## src/rtl/fc_pkg.sv

```systemverilog
package fc_pkg;
    localparam int PT_W = 16;
    typedef logic [PT_W-1:0] ptime_t;
    localparam ptime_t PT_XOFF = '1;
    localparam ptime_t PT_XON  = '0;

    // control/status register bit positions
    localparam int B_FCEN  = 0;
    localparam int B_BUSY  = 1;
    localparam int B_LATCH = 2;
    localparam int B_BPDA  = 3;
    localparam int B_BPALL = 4;
    localparam int B_PEN   = 5;
    localparam int B_FHI   = 6;
    localparam int B_FLO   = 7;

    typedef enum logic [1:0] {SRC_NONE, SRC_FHI, SRC_FLO, SRC_AUTO} psrc_t;
endpackage

```

## src/rtl/fc_regs.sv

```systemverilog
module fc_regs
    import fc_pkg::*;
(
    input  logic       clk,
    input  logic       rst_n,
    input  logic       cfg_we,
    input  logic [7:0] cfg_wdata,
    output logic [7:0] cfg_rdata,
    input  logic       done_hi,
    input  logic       done_lo,
    input  logic       rx_seen,
    input  logic       timer_busy,
    output logic       fc_en,
    output logic       bp_da,
    output logic       bp_all,
    output logic       pause_en,
    output logic       force_hi,
    output logic       force_lo
);
    logic rx_latch;
    logic unused_ro_bit;
    assign unused_ro_bit = cfg_wdata[B_BUSY];

    always_ff @(posedge clk) begin
        if (!rst_n) begin
            fc_en    <= 1'b0;
            bp_da    <= 1'b0;
            bp_all   <= 1'b0;
            pause_en <= 1'b0;
            force_hi <= 1'b0;
            force_lo <= 1'b0;
            rx_latch <= 1'b0;
        end else begin
            if (cfg_we) begin
                fc_en    <= cfg_wdata[B_FCEN];
                bp_da    <= cfg_wdata[B_BPDA];
                bp_all   <= cfg_wdata[B_BPALL];
                pause_en <= cfg_wdata[B_PEN];
            end
            // a new write of 1 wins over the completion that clears it
            if (cfg_we && cfg_wdata[B_FHI])
                force_hi <= 1'b1;
            else if (done_hi)
                force_hi <= 1'b0;
            if (cfg_we && cfg_wdata[B_FLO])
                force_lo <= 1'b1;
            else if (done_lo)
                force_lo <= 1'b0;
            // a receive event wins over a write-one clear
            if (rx_seen)
                rx_latch <= 1'b1;
            else if (cfg_we && cfg_wdata[B_LATCH])
                rx_latch <= 1'b0;
        end
    end

    always_comb begin
        cfg_rdata          = '0;
        cfg_rdata[B_FCEN]  = fc_en;
        cfg_rdata[B_BUSY]  = timer_busy;
        cfg_rdata[B_LATCH] = rx_latch;
        cfg_rdata[B_BPDA]  = bp_da;
        cfg_rdata[B_BPALL] = bp_all;
        cfg_rdata[B_PEN]   = pause_en;
        cfg_rdata[B_FHI]   = force_hi;
        cfg_rdata[B_FLO]   = force_lo;
    end

    // a receive event is visible in the status bit on the next cycle
    a_r10_latch_set: assert property (@(posedge clk) disable iff (!rst_n)
        rx_seen |=> cfg_rdata[B_LATCH]);
    // a pending zero-time force survives until its completion
    a_r2_force_held: assert property (@(posedge clk) disable iff (!rst_n)
        force_lo && !done_lo |=> force_lo);
endmodule

```

## src/rtl/fc_water.sv

```systemverilog
module fc_water
    import fc_pkg::*;
#(
    parameter int FILL_W   = 8,
    parameter int PAUSE_HI = 192,
    parameter int PAUSE_LO = 64
) (
    input  logic              clk,
    input  logic              rst_n,
    input  logic              enable,
    input  logic [FILL_W-1:0] fill,
    input  logic              take,
    output logic              pend,
    output ptime_t            ptime
);
    localparam logic [FILL_W-1:0] HI_L = FILL_W'(PAUSE_HI);
    localparam logic [FILL_W-1:0] LO_L = FILL_W'(PAUSE_LO);

    typedef enum logic {WM_BELOW, WM_ABOVE} wm_state_t;
    wm_state_t state, nxt;

    always_comb begin
        nxt = state;
        if (!enable)
            nxt = WM_BELOW;
        else begin
            unique case (state)
                WM_BELOW: if (fill >= HI_L) nxt = WM_ABOVE;
                WM_ABOVE: if (fill <= LO_L) nxt = WM_BELOW;
            endcase
        end
    end

    always_ff @(posedge clk) begin
        if (!rst_n) state <= WM_BELOW;
        else        state <= nxt;
    end

    always_ff @(posedge clk) begin
        if (!rst_n) begin
            pend  <= 1'b0;
            ptime <= PT_XON;
        end else if (!enable) begin
            pend <= 1'b0;
        end else if (state != nxt) begin
            pend  <= 1'b1;
            ptime <= (nxt == WM_ABOVE) ? PT_XOFF : PT_XON;
        end else if (take) begin
            pend <= 1'b0;
        end
    end

    // a new crossing carries the time matching the side it went to
    a_r6_dir: assert property (@(posedge clk) disable iff (!rst_n)
        $rose(pend) |-> ((ptime == PT_XOFF) == (state == WM_ABOVE)));
endmodule

```

## src/rtl/fc_pause_tx.sv

```systemverilog
module fc_pause_tx
    import fc_pkg::*;
(
    input  logic   clk,
    input  logic   rst_n,
    input  logic   force_hi,
    input  logic   force_lo,
    input  logic   auto_pend,
    input  ptime_t auto_time,
    input  logic   pause_ack,
    output logic   pause_req,
    output ptime_t pause_time,
    output logic   done_hi,
    output logic   done_lo,
    output logic   auto_take
);
    typedef enum logic {PS_IDLE, PS_WAIT} ps_state_t;
    ps_state_t state, nxt;
    psrc_t     sel, cur_src;

    always_comb begin
        if (force_hi)       sel = SRC_FHI;
        else if (force_lo)  sel = SRC_FLO;
        else if (auto_pend) sel = SRC_AUTO;
        else                sel = SRC_NONE;
    end

    always_comb begin
        nxt = state;
        unique case (state)
            PS_IDLE: if (sel != SRC_NONE) nxt = PS_WAIT;
            PS_WAIT: if (pause_ack)       nxt = PS_IDLE;
        endcase
    end

    always_ff @(posedge clk) begin
        if (!rst_n) state <= PS_IDLE;
        else        state <= nxt;
    end

    always_ff @(posedge clk) begin
        if (!rst_n) begin
            cur_src    <= SRC_NONE;
            pause_time <= PT_XON;
        end else if (state == PS_IDLE && nxt == PS_WAIT) begin
            cur_src <= sel;
            unique case (sel)
                SRC_FHI:  pause_time <= PT_XOFF;
                SRC_FLO:  pause_time <= PT_XON;
                SRC_AUTO: pause_time <= auto_time;
                SRC_NONE: pause_time <= pause_time;
            endcase
        end
    end

    assign pause_req = (state == PS_WAIT);
    assign auto_take = (state == PS_IDLE) && (sel == SRC_AUTO);
    assign done_hi   = (state == PS_WAIT) && pause_ack && (cur_src == SRC_FHI);
    assign done_lo   = (state == PS_WAIT) && pause_ack && (cur_src == SRC_FLO);

    // an outstanding request keeps its value until acknowledged
    a_r5_hold: assert property (@(posedge clk) disable iff (!rst_n)
        pause_req && !pause_ack |=> pause_req && $stable(pause_time));
    // with both forces pending the all-ones time goes first
    a_r4_priority: assert property (@(posedge clk) disable iff (!rst_n)
        !pause_req && force_hi && force_lo |=> pause_req && pause_time == PT_XOFF);
endmodule

```

## src/rtl/fc_jam.sv

```systemverilog
module fc_jam #(
    parameter int FILL_W = 8,
    parameter int BP_HI  = 160
) (
    input  logic              clk,
    input  logic              rst_n,
    input  logic              full_duplex,
    input  logic              frame_start,
    input  logic              da_match,
    input  logic [FILL_W-1:0] fill,
    input  logic              bp_all,
    input  logic              bp_da,
    input  logic              jam_ack,
    output logic              jam_req
);
    localparam logic [FILL_W-1:0] BP_L = FILL_W'(BP_HI);

    typedef enum logic {JM_IDLE, JM_JAM} jm_state_t;
    jm_state_t state, nxt;
    logic      hit;

    assign hit = !full_duplex && frame_start && (fill > BP_L) &&
                 (bp_all || (bp_da && da_match));

    always_comb begin
        nxt = state;
        unique case (state)
            JM_IDLE: if (hit)     nxt = JM_JAM;
            JM_JAM:  if (jam_ack) nxt = JM_IDLE;
        endcase
    end

    always_ff @(posedge clk) begin
        if (!rst_n) state <= JM_IDLE;
        else        state <= nxt;
    end

    always_ff @(posedge clk) begin
        if (!rst_n) jam_req <= 1'b0;
        else        jam_req <= (nxt == JM_JAM);
    end

    // a jam only starts from a half-duplex frame start
    a_r9_half_only: assert property (@(posedge clk) disable iff (!rst_n)
        $rose(jam_req) |-> $past(!full_duplex && frame_start));
    // the jam request is held until acknowledged
    a_r7_hold: assert property (@(posedge clk) disable iff (!rst_n)
        jam_req && !jam_ack |=> jam_req);
endmodule

```

## src/rtl/fc_rx_pause.sv

```systemverilog
module fc_rx_pause
    import fc_pkg::*;
(
    input  logic   clk,
    input  logic   rst_n,
    input  logic   full_duplex,
    input  logic   rx_pause_valid,
    input  ptime_t rx_pause_time,
    input  logic   quanta_tick,
    output logic   busy,
    output logic   rx_seen
);
    typedef enum logic {RT_IDLE, RT_COUNT} rt_state_t;
    rt_state_t state, nxt;
    ptime_t    timer;
    logic      load;

    assign load    = full_duplex && rx_pause_valid;
    assign rx_seen = load;

    always_comb begin
        nxt = state;
        if (load)
            nxt = (rx_pause_time != '0) ? RT_COUNT : RT_IDLE;
        else begin
            unique case (state)
                RT_IDLE:  nxt = RT_IDLE;
                RT_COUNT: if (quanta_tick && timer == ptime_t'(1)) nxt = RT_IDLE;
            endcase
        end
    end

    always_ff @(posedge clk) begin
        if (!rst_n) state <= RT_IDLE;
        else        state <= nxt;
    end

    always_ff @(posedge clk) begin
        if (!rst_n)
            timer <= '0;
        else if (load)
            timer <= rx_pause_time;
        else if (state == RT_COUNT && quanta_tick)
            timer <= timer - 1'b1;
    end

    assign busy = (state == RT_COUNT);

    // a running timer drops by exactly one per quantum
    a_r11_step: assert property (@(posedge clk) disable iff (!rst_n)
        busy && quanta_tick && !load |=> timer == $past(timer) - 1'b1);
    // the busy flag agrees with a nonzero count
    a_r11_busy: assert property (@(posedge clk) disable iff (!rst_n)
        busy == (timer != '0));
endmodule

```

## src/rtl/eth_fc_unit.sv

```systemverilog
module eth_fc_unit
    import fc_pkg::*;
#(
    parameter int FILL_W   = 8,
    parameter int PAUSE_HI = 192,
    parameter int PAUSE_LO = 64,
    parameter int BP_HI    = 160
) (
    input  logic              clk,
    input  logic              rst_n,
    input  logic              cfg_we,
    input  logic [7:0]        cfg_wdata,
    output logic [7:0]        cfg_rdata,
    input  logic              full_duplex,
    input  logic [FILL_W-1:0] fill_level,
    input  logic              rx_frame_start,
    input  logic              rx_da_match,
    input  logic              rx_pause_valid,
    input  logic [15:0]       rx_pause_time,
    input  logic              quanta_tick,
    output logic              pause_req,
    output logic [15:0]       pause_time,
    input  logic              pause_ack,
    output logic              jam_req,
    input  logic              jam_ack,
    output logic              tx_inhibit
);
    logic   fc_en, bp_da, bp_all, pause_en, force_hi, force_lo;
    logic   done_hi, done_lo, rx_seen, timer_busy;
    logic   auto_pend, auto_take;
    ptime_t auto_time;

    fc_regs u_regs (
        .clk(clk), .rst_n(rst_n), .cfg_we(cfg_we), .cfg_wdata(cfg_wdata),
        .cfg_rdata(cfg_rdata), .done_hi(done_hi), .done_lo(done_lo),
        .rx_seen(rx_seen), .timer_busy(timer_busy), .fc_en(fc_en),
        .bp_da(bp_da), .bp_all(bp_all), .pause_en(pause_en),
        .force_hi(force_hi), .force_lo(force_lo)
    );

    fc_water #(.FILL_W(FILL_W), .PAUSE_HI(PAUSE_HI), .PAUSE_LO(PAUSE_LO)) u_water (
        .clk(clk), .rst_n(rst_n), .enable(pause_en && full_duplex),
        .fill(fill_level), .take(auto_take), .pend(auto_pend), .ptime(auto_time)
    );

    fc_pause_tx u_ptx (
        .clk(clk), .rst_n(rst_n), .force_hi(force_hi), .force_lo(force_lo),
        .auto_pend(auto_pend), .auto_time(auto_time), .pause_ack(pause_ack),
        .pause_req(pause_req), .pause_time(pause_time), .done_hi(done_hi),
        .done_lo(done_lo), .auto_take(auto_take)
    );

    fc_jam #(.FILL_W(FILL_W), .BP_HI(BP_HI)) u_jam (
        .clk(clk), .rst_n(rst_n), .full_duplex(full_duplex),
        .frame_start(rx_frame_start), .da_match(rx_da_match), .fill(fill_level),
        .bp_all(bp_all), .bp_da(bp_da), .jam_ack(jam_ack), .jam_req(jam_req)
    );

    fc_rx_pause u_rxp (
        .clk(clk), .rst_n(rst_n), .full_duplex(full_duplex),
        .rx_pause_valid(rx_pause_valid), .rx_pause_time(rx_pause_time),
        .quanta_tick(quanta_tick), .busy(timer_busy), .rx_seen(rx_seen)
    );

    assign tx_inhibit = fc_en && timer_busy;

    // the inhibit is seen only with enable and a running timer on the read bus
    a_r12_inhibit: assert property (@(posedge clk) disable iff (!rst_n)
        tx_inhibit |-> cfg_rdata[B_FCEN] && cfg_rdata[B_BUSY]);
endmodule

```

## config.mk

```make
export PLATFORM = sky130hd
export DESIGN_NAME = eth_fc_unit
export DESIGN_NICKNAME = d
export VERILOG_FILES = /design/src/rtl/fc_pkg.sv /design/src/rtl/fc_regs.sv /design/src/rtl/fc_water.sv /design/src/rtl/fc_pause_tx.sv /design/src/rtl/fc_jam.sv /design/src/rtl/fc_rx_pause.sv /design/src/rtl/eth_fc_unit.sv
export SDC_FILE = /design/constraint.sdc
export NUM_CORES = 1
export LEC_CHECK = 0
export BUFFER_PORTS_ARGS = -buffer_cell sky130_fd_sc_hd__buf_2
export CORE_MARGIN = 3
export CORE_UTILIZATION = 52
export CTS_CLUSTER_SIZE = 8
export DETAILED_ROUTE_END_ITERATION = 12
export HOLD_SLACK_MARGIN = 0.06
export PLACE_DENSITY = 0.8
export SLEW_MARGIN = 20
export SYNTH_ARGS = -nofsm -noshare
export SYNTH_HDL_FRONTEND = slang
export SYNTH_SLANG_ARGS = --single-unit
```

## constraint.sdc

```tcl
create_clock -name clk -period 2.69 [get_ports clk]
set_input_delay 0.1345 -clock clk [delete_from_list [all_inputs] [get_ports clk]]
set_output_delay 0.1345 -clock clk [all_outputs]
set_load 0.005 [all_outputs]
```

==> reports/qor.txt <==
outcome - finished clean
distinct cell type count after synthesis - 36
Worst Hold Class - in -> reg
post-synthesis cell count - 216
CTS root buf - clkbuf_4
Final Hold Fails - 0
r2r startpoint - u_rxp.timer[0]
Power Total - 1130 uW
Syn Area/Cell - 8.243 sq um
DIE WIDTH - 64.52 um
post-DR wirelength/cell - 13.28 um
worst-margin pin slew - 664.7 ps
combinational group share of total power - 0.192
total routed wirelength - 4130 um
RSZ-0062 raised after global routing - false
register share of total power - 0.485
CORE AREA - 3153 sq um
DR DRC count - 0
crit-path max FO - 7
Clock power frac - 0.324
Clock Path Buffers - 2
first-pass GRT wire length - 6755 um
number of diodes - 0
First DRT Iteration DRCs - 160
PwrDens - 531.0 nW/um^2
P_sw - 320.4 uW
P_int - 809.7 uW
Leakage - 0.0009134 uW
port bufs - 67
post-route antenna net violation count - 0
Max stage delay cell, worst path - or4_1
crit-path cells - inv_1 > ha_1 > and3_1 > nand3b_1 > or4_1 > a31oi_1
clk_lat worst skew - 330 ps
Max Cap Viol - 0
vias per cell - 5.482
R2R depth - 6
Hold Startpoint - cfg_wdata[5]
Crit path max-delay family - simple AND/OR/NAND/NOR gates
fraction of layout cells with a size suffix above 1 - 0.3071
register area share after synthesis - 0.3598
gr ovfl total - 0
skew final - 8.256 ps
CP bufs+invs - 1
# clock sinks - 32
setup_tns - 0 ps
commonest non-fill, non-tap cell in the layout - buf_2
Tcrit/Tclk final - 0.6318
sw frac - 0.2835
Total Nets Final - 310
critical path capture point type - flop
Post-Syn Nets - 260
Die H - 64.52 um
Hold Path End - u_regs.pause_en
GR Util All Layers - 0.2047
CTS H-tree depth - 2
CTS tree - built
DR vias - 1,705
vias in the first global route - 1,500
depth of the worst hold-timing path - 3
Slew Limit Fails - 0
CP arrival - 1960 ps
pin count of the biggest net entering global routing - 22
Final Wtd Congestion - 0.8230
# setup viols final - 0
IO Pins - 69
Tmin final - 1700 ps
startpoint types - flop
P&R area growth vs syn - 19.54%
YS warnings - 0
Seq cells post-synth - 32
R2R Setup Slk - 990 ps
DPL Wire Length - 2985 um
max incr delay on CP - 420 ps
CP Data Required Time - 2950 ps
initial antenna violation count - 0
Reg clk slew, reported paths - 100 ps
Setup Crit Path Kind - reg -> reg
die area - 4162 sq um
maximum vdd drop - 0.4606 mV
FMAX - 588.4 MHz
Reg2Reg Capture Point - u_rxp.timer[14]
synthesized area - 1780 sq um
worst setup path start - u_rxp.timer[0]
DRT Pass-1 Iters - 4
most frequent cells in the layout - buf_2 (67), dfxtp_1 (32), nor2_1 (18)
Post-CTS Resized - 0
Util after Layout - 0.6750
initial core utilization - 0.5647
row cnt - 20
Slew headroom - 0.5558
clock buffer count from CTS - 5
-- layer usage --
metal	vias to the layer above	wire [um]	global-route usage
li1	854	-	-
met1	787	1832	0.2511
met5	-	0	0
met2	59	2002	0.3557
met3	5	257	0.05546
met4	0	37	0.04749
-- how the worst max path moves through the flow --
| stage | endpoint | slack, ps | depth (start not counted) |
|---|---|---|---|
| 6_report | u_rxp.timer[14] | 990 | 6 |
| 2_1_floorplan | u_rxp.timer[14] | 1110 | 7 |
| 5_1_grt | u_rxp.timer[15] | 880 | 4 |
| 3_3_place_gp | u_rxp.timer[14] | 1050 | 6 |
| 3_5_place_dp | u_rxp.timer[15] | 1010 | 4 |
| 4_1_cts | u_rxp.timer[14] | 990 | 4 |
-- synthesized netlist by cell type (all sizes together) --
| master | number | area, sq um |
|---|---|---|
| o41ai | 2 | 17.52 |
| and4bb | 1 | 12.51 |
| clkbuf | 11 | 41.29 |
| a31oi | 5 | 31.28 |
| and3 | 1 | 6.260 |
| mux2i | 6 | 60.06 |
| buf | 23 | 172.7 |
| ha | 2 | 25.02 |
| nand3 | 7 | 35.03 |
| inv | 7 | 26.28 |
| and2 | 1 | 6.260 |
| nor4 | 8 | 71.32 |
| nand3b | 4 | 30.03 |
| or4 | 2 | 15.01 |
| nand2b | 1 | 6.260 |
| o22ai | 2 | 12.51 |
| nor3 | 4 | 20.02 |
| nand2 | 14 | 55.06 |
| nand4b | 6 | 52.55 |
| a21oi | 17 | 85.08 |
| xnor2 | 2 | 17.52 |
| nor2 | 18 | 67.56 |
| nand4 | 4 | 25.02 |
| a211oi | 3 | 22.52 |
| o31ai | 2 | 15.01 |
| xor2 | 9 | 78.83 |
| o221a | 1 | 11.26 |
| o21ai | 16 | 80.08 |
| dfxtp | 32 | 640.6 |
| o31a | 1 | 8.760 |
| or3 | 1 | 7.510 |
| a22oi | 2 | 15.01 |
| a221oi | 1 | 8.760 |
-- kinds of logic (layout without fill, tap and decap cells) --
| group | after synthesis | count (layout) | share of synthesized area |
|---|---|---|---|
| and+or+nand+nor | 72 | 72 | 0.2305 |
| AOI/OAI and AO/OA | 52 | 52 | 0.1729 |
| buffers and inverters | 41 | 92 | 0.1349 |
| DFF | 32 | 32 | 0.3598 |
| xor gates and xnor gates | 11 | 11 | 0.05412 |
| muxes | 6 | 6 | 0.03373 |
| adders and majority gates | 2 | 2 | 0.01405 |
-- worst min-delay path: stages --
cell	delay, ps
buf_2	80
mux2i_1	60
nor2_1	90
-- cell type report --
type,instances,area [sq um]
Clock buffer,6,41.29
Clock inverter,2,35.03
Fill cell,278,1025
Sequential cell,32,640.6
Multi-Input combinational cell,143,899.6
Inverter,7,26.28
Timing Repair Buffer,77,430.4
Tap cell,44,55.05
-- stage by stage --
stage          worst slack, ps  cells  area [sq um]  hold WS (ps)
3_3_place_gp              1051    295          1972         367.3
3_5_place_dp              1008    295          1972         370.0
6_report                 990.4    311          2128         64.19
4_1_cts                  995.0    311          2128         60.98
5_1_grt                  883.0    311          2128         63.47
2_1_floorplan             1108    216          1780         245.0
-- power by group through the flow --
stage | Clock, uW | Combinational (uW) | Sequential, uW
final | 366 | 217 | 548
after global routing | 399 | 242 | 554
after CTS | 375 | 216 | 547
after detailed placement | 0 | 206 | 558
after global placement | 0 | 202 | 557
after floorplan | 0 | 162 | 547
-- repair_timing --
action / 4_1_cts / 5_1_grt
setup endpoints to repair: 0 / 0
setup buffers: 0 / 0
hold buffers: 8 / 0
hold endpoints to repair: 8 / 0
-- flip-flops by register name (all words and copies together), names as in the netlist --
signal and count:
u_jam.state 1, u_ptx.cur_src 2, u_ptx.pause_req 1, u_ptx.pause_time 1
u_regs.bp_all 1, u_regs.bp_da 1, u_regs.fc_en 1, u_regs.force_hi 1
u_regs.force_lo 1, u_regs.pause_en 1, u_regs.rx_latch 1, u_rxp.busy 1
u_rxp.timer 16, u_water.pend 1, u_water.ptime 1, u_water.state 1
Power figures use the tool's default switching activity.
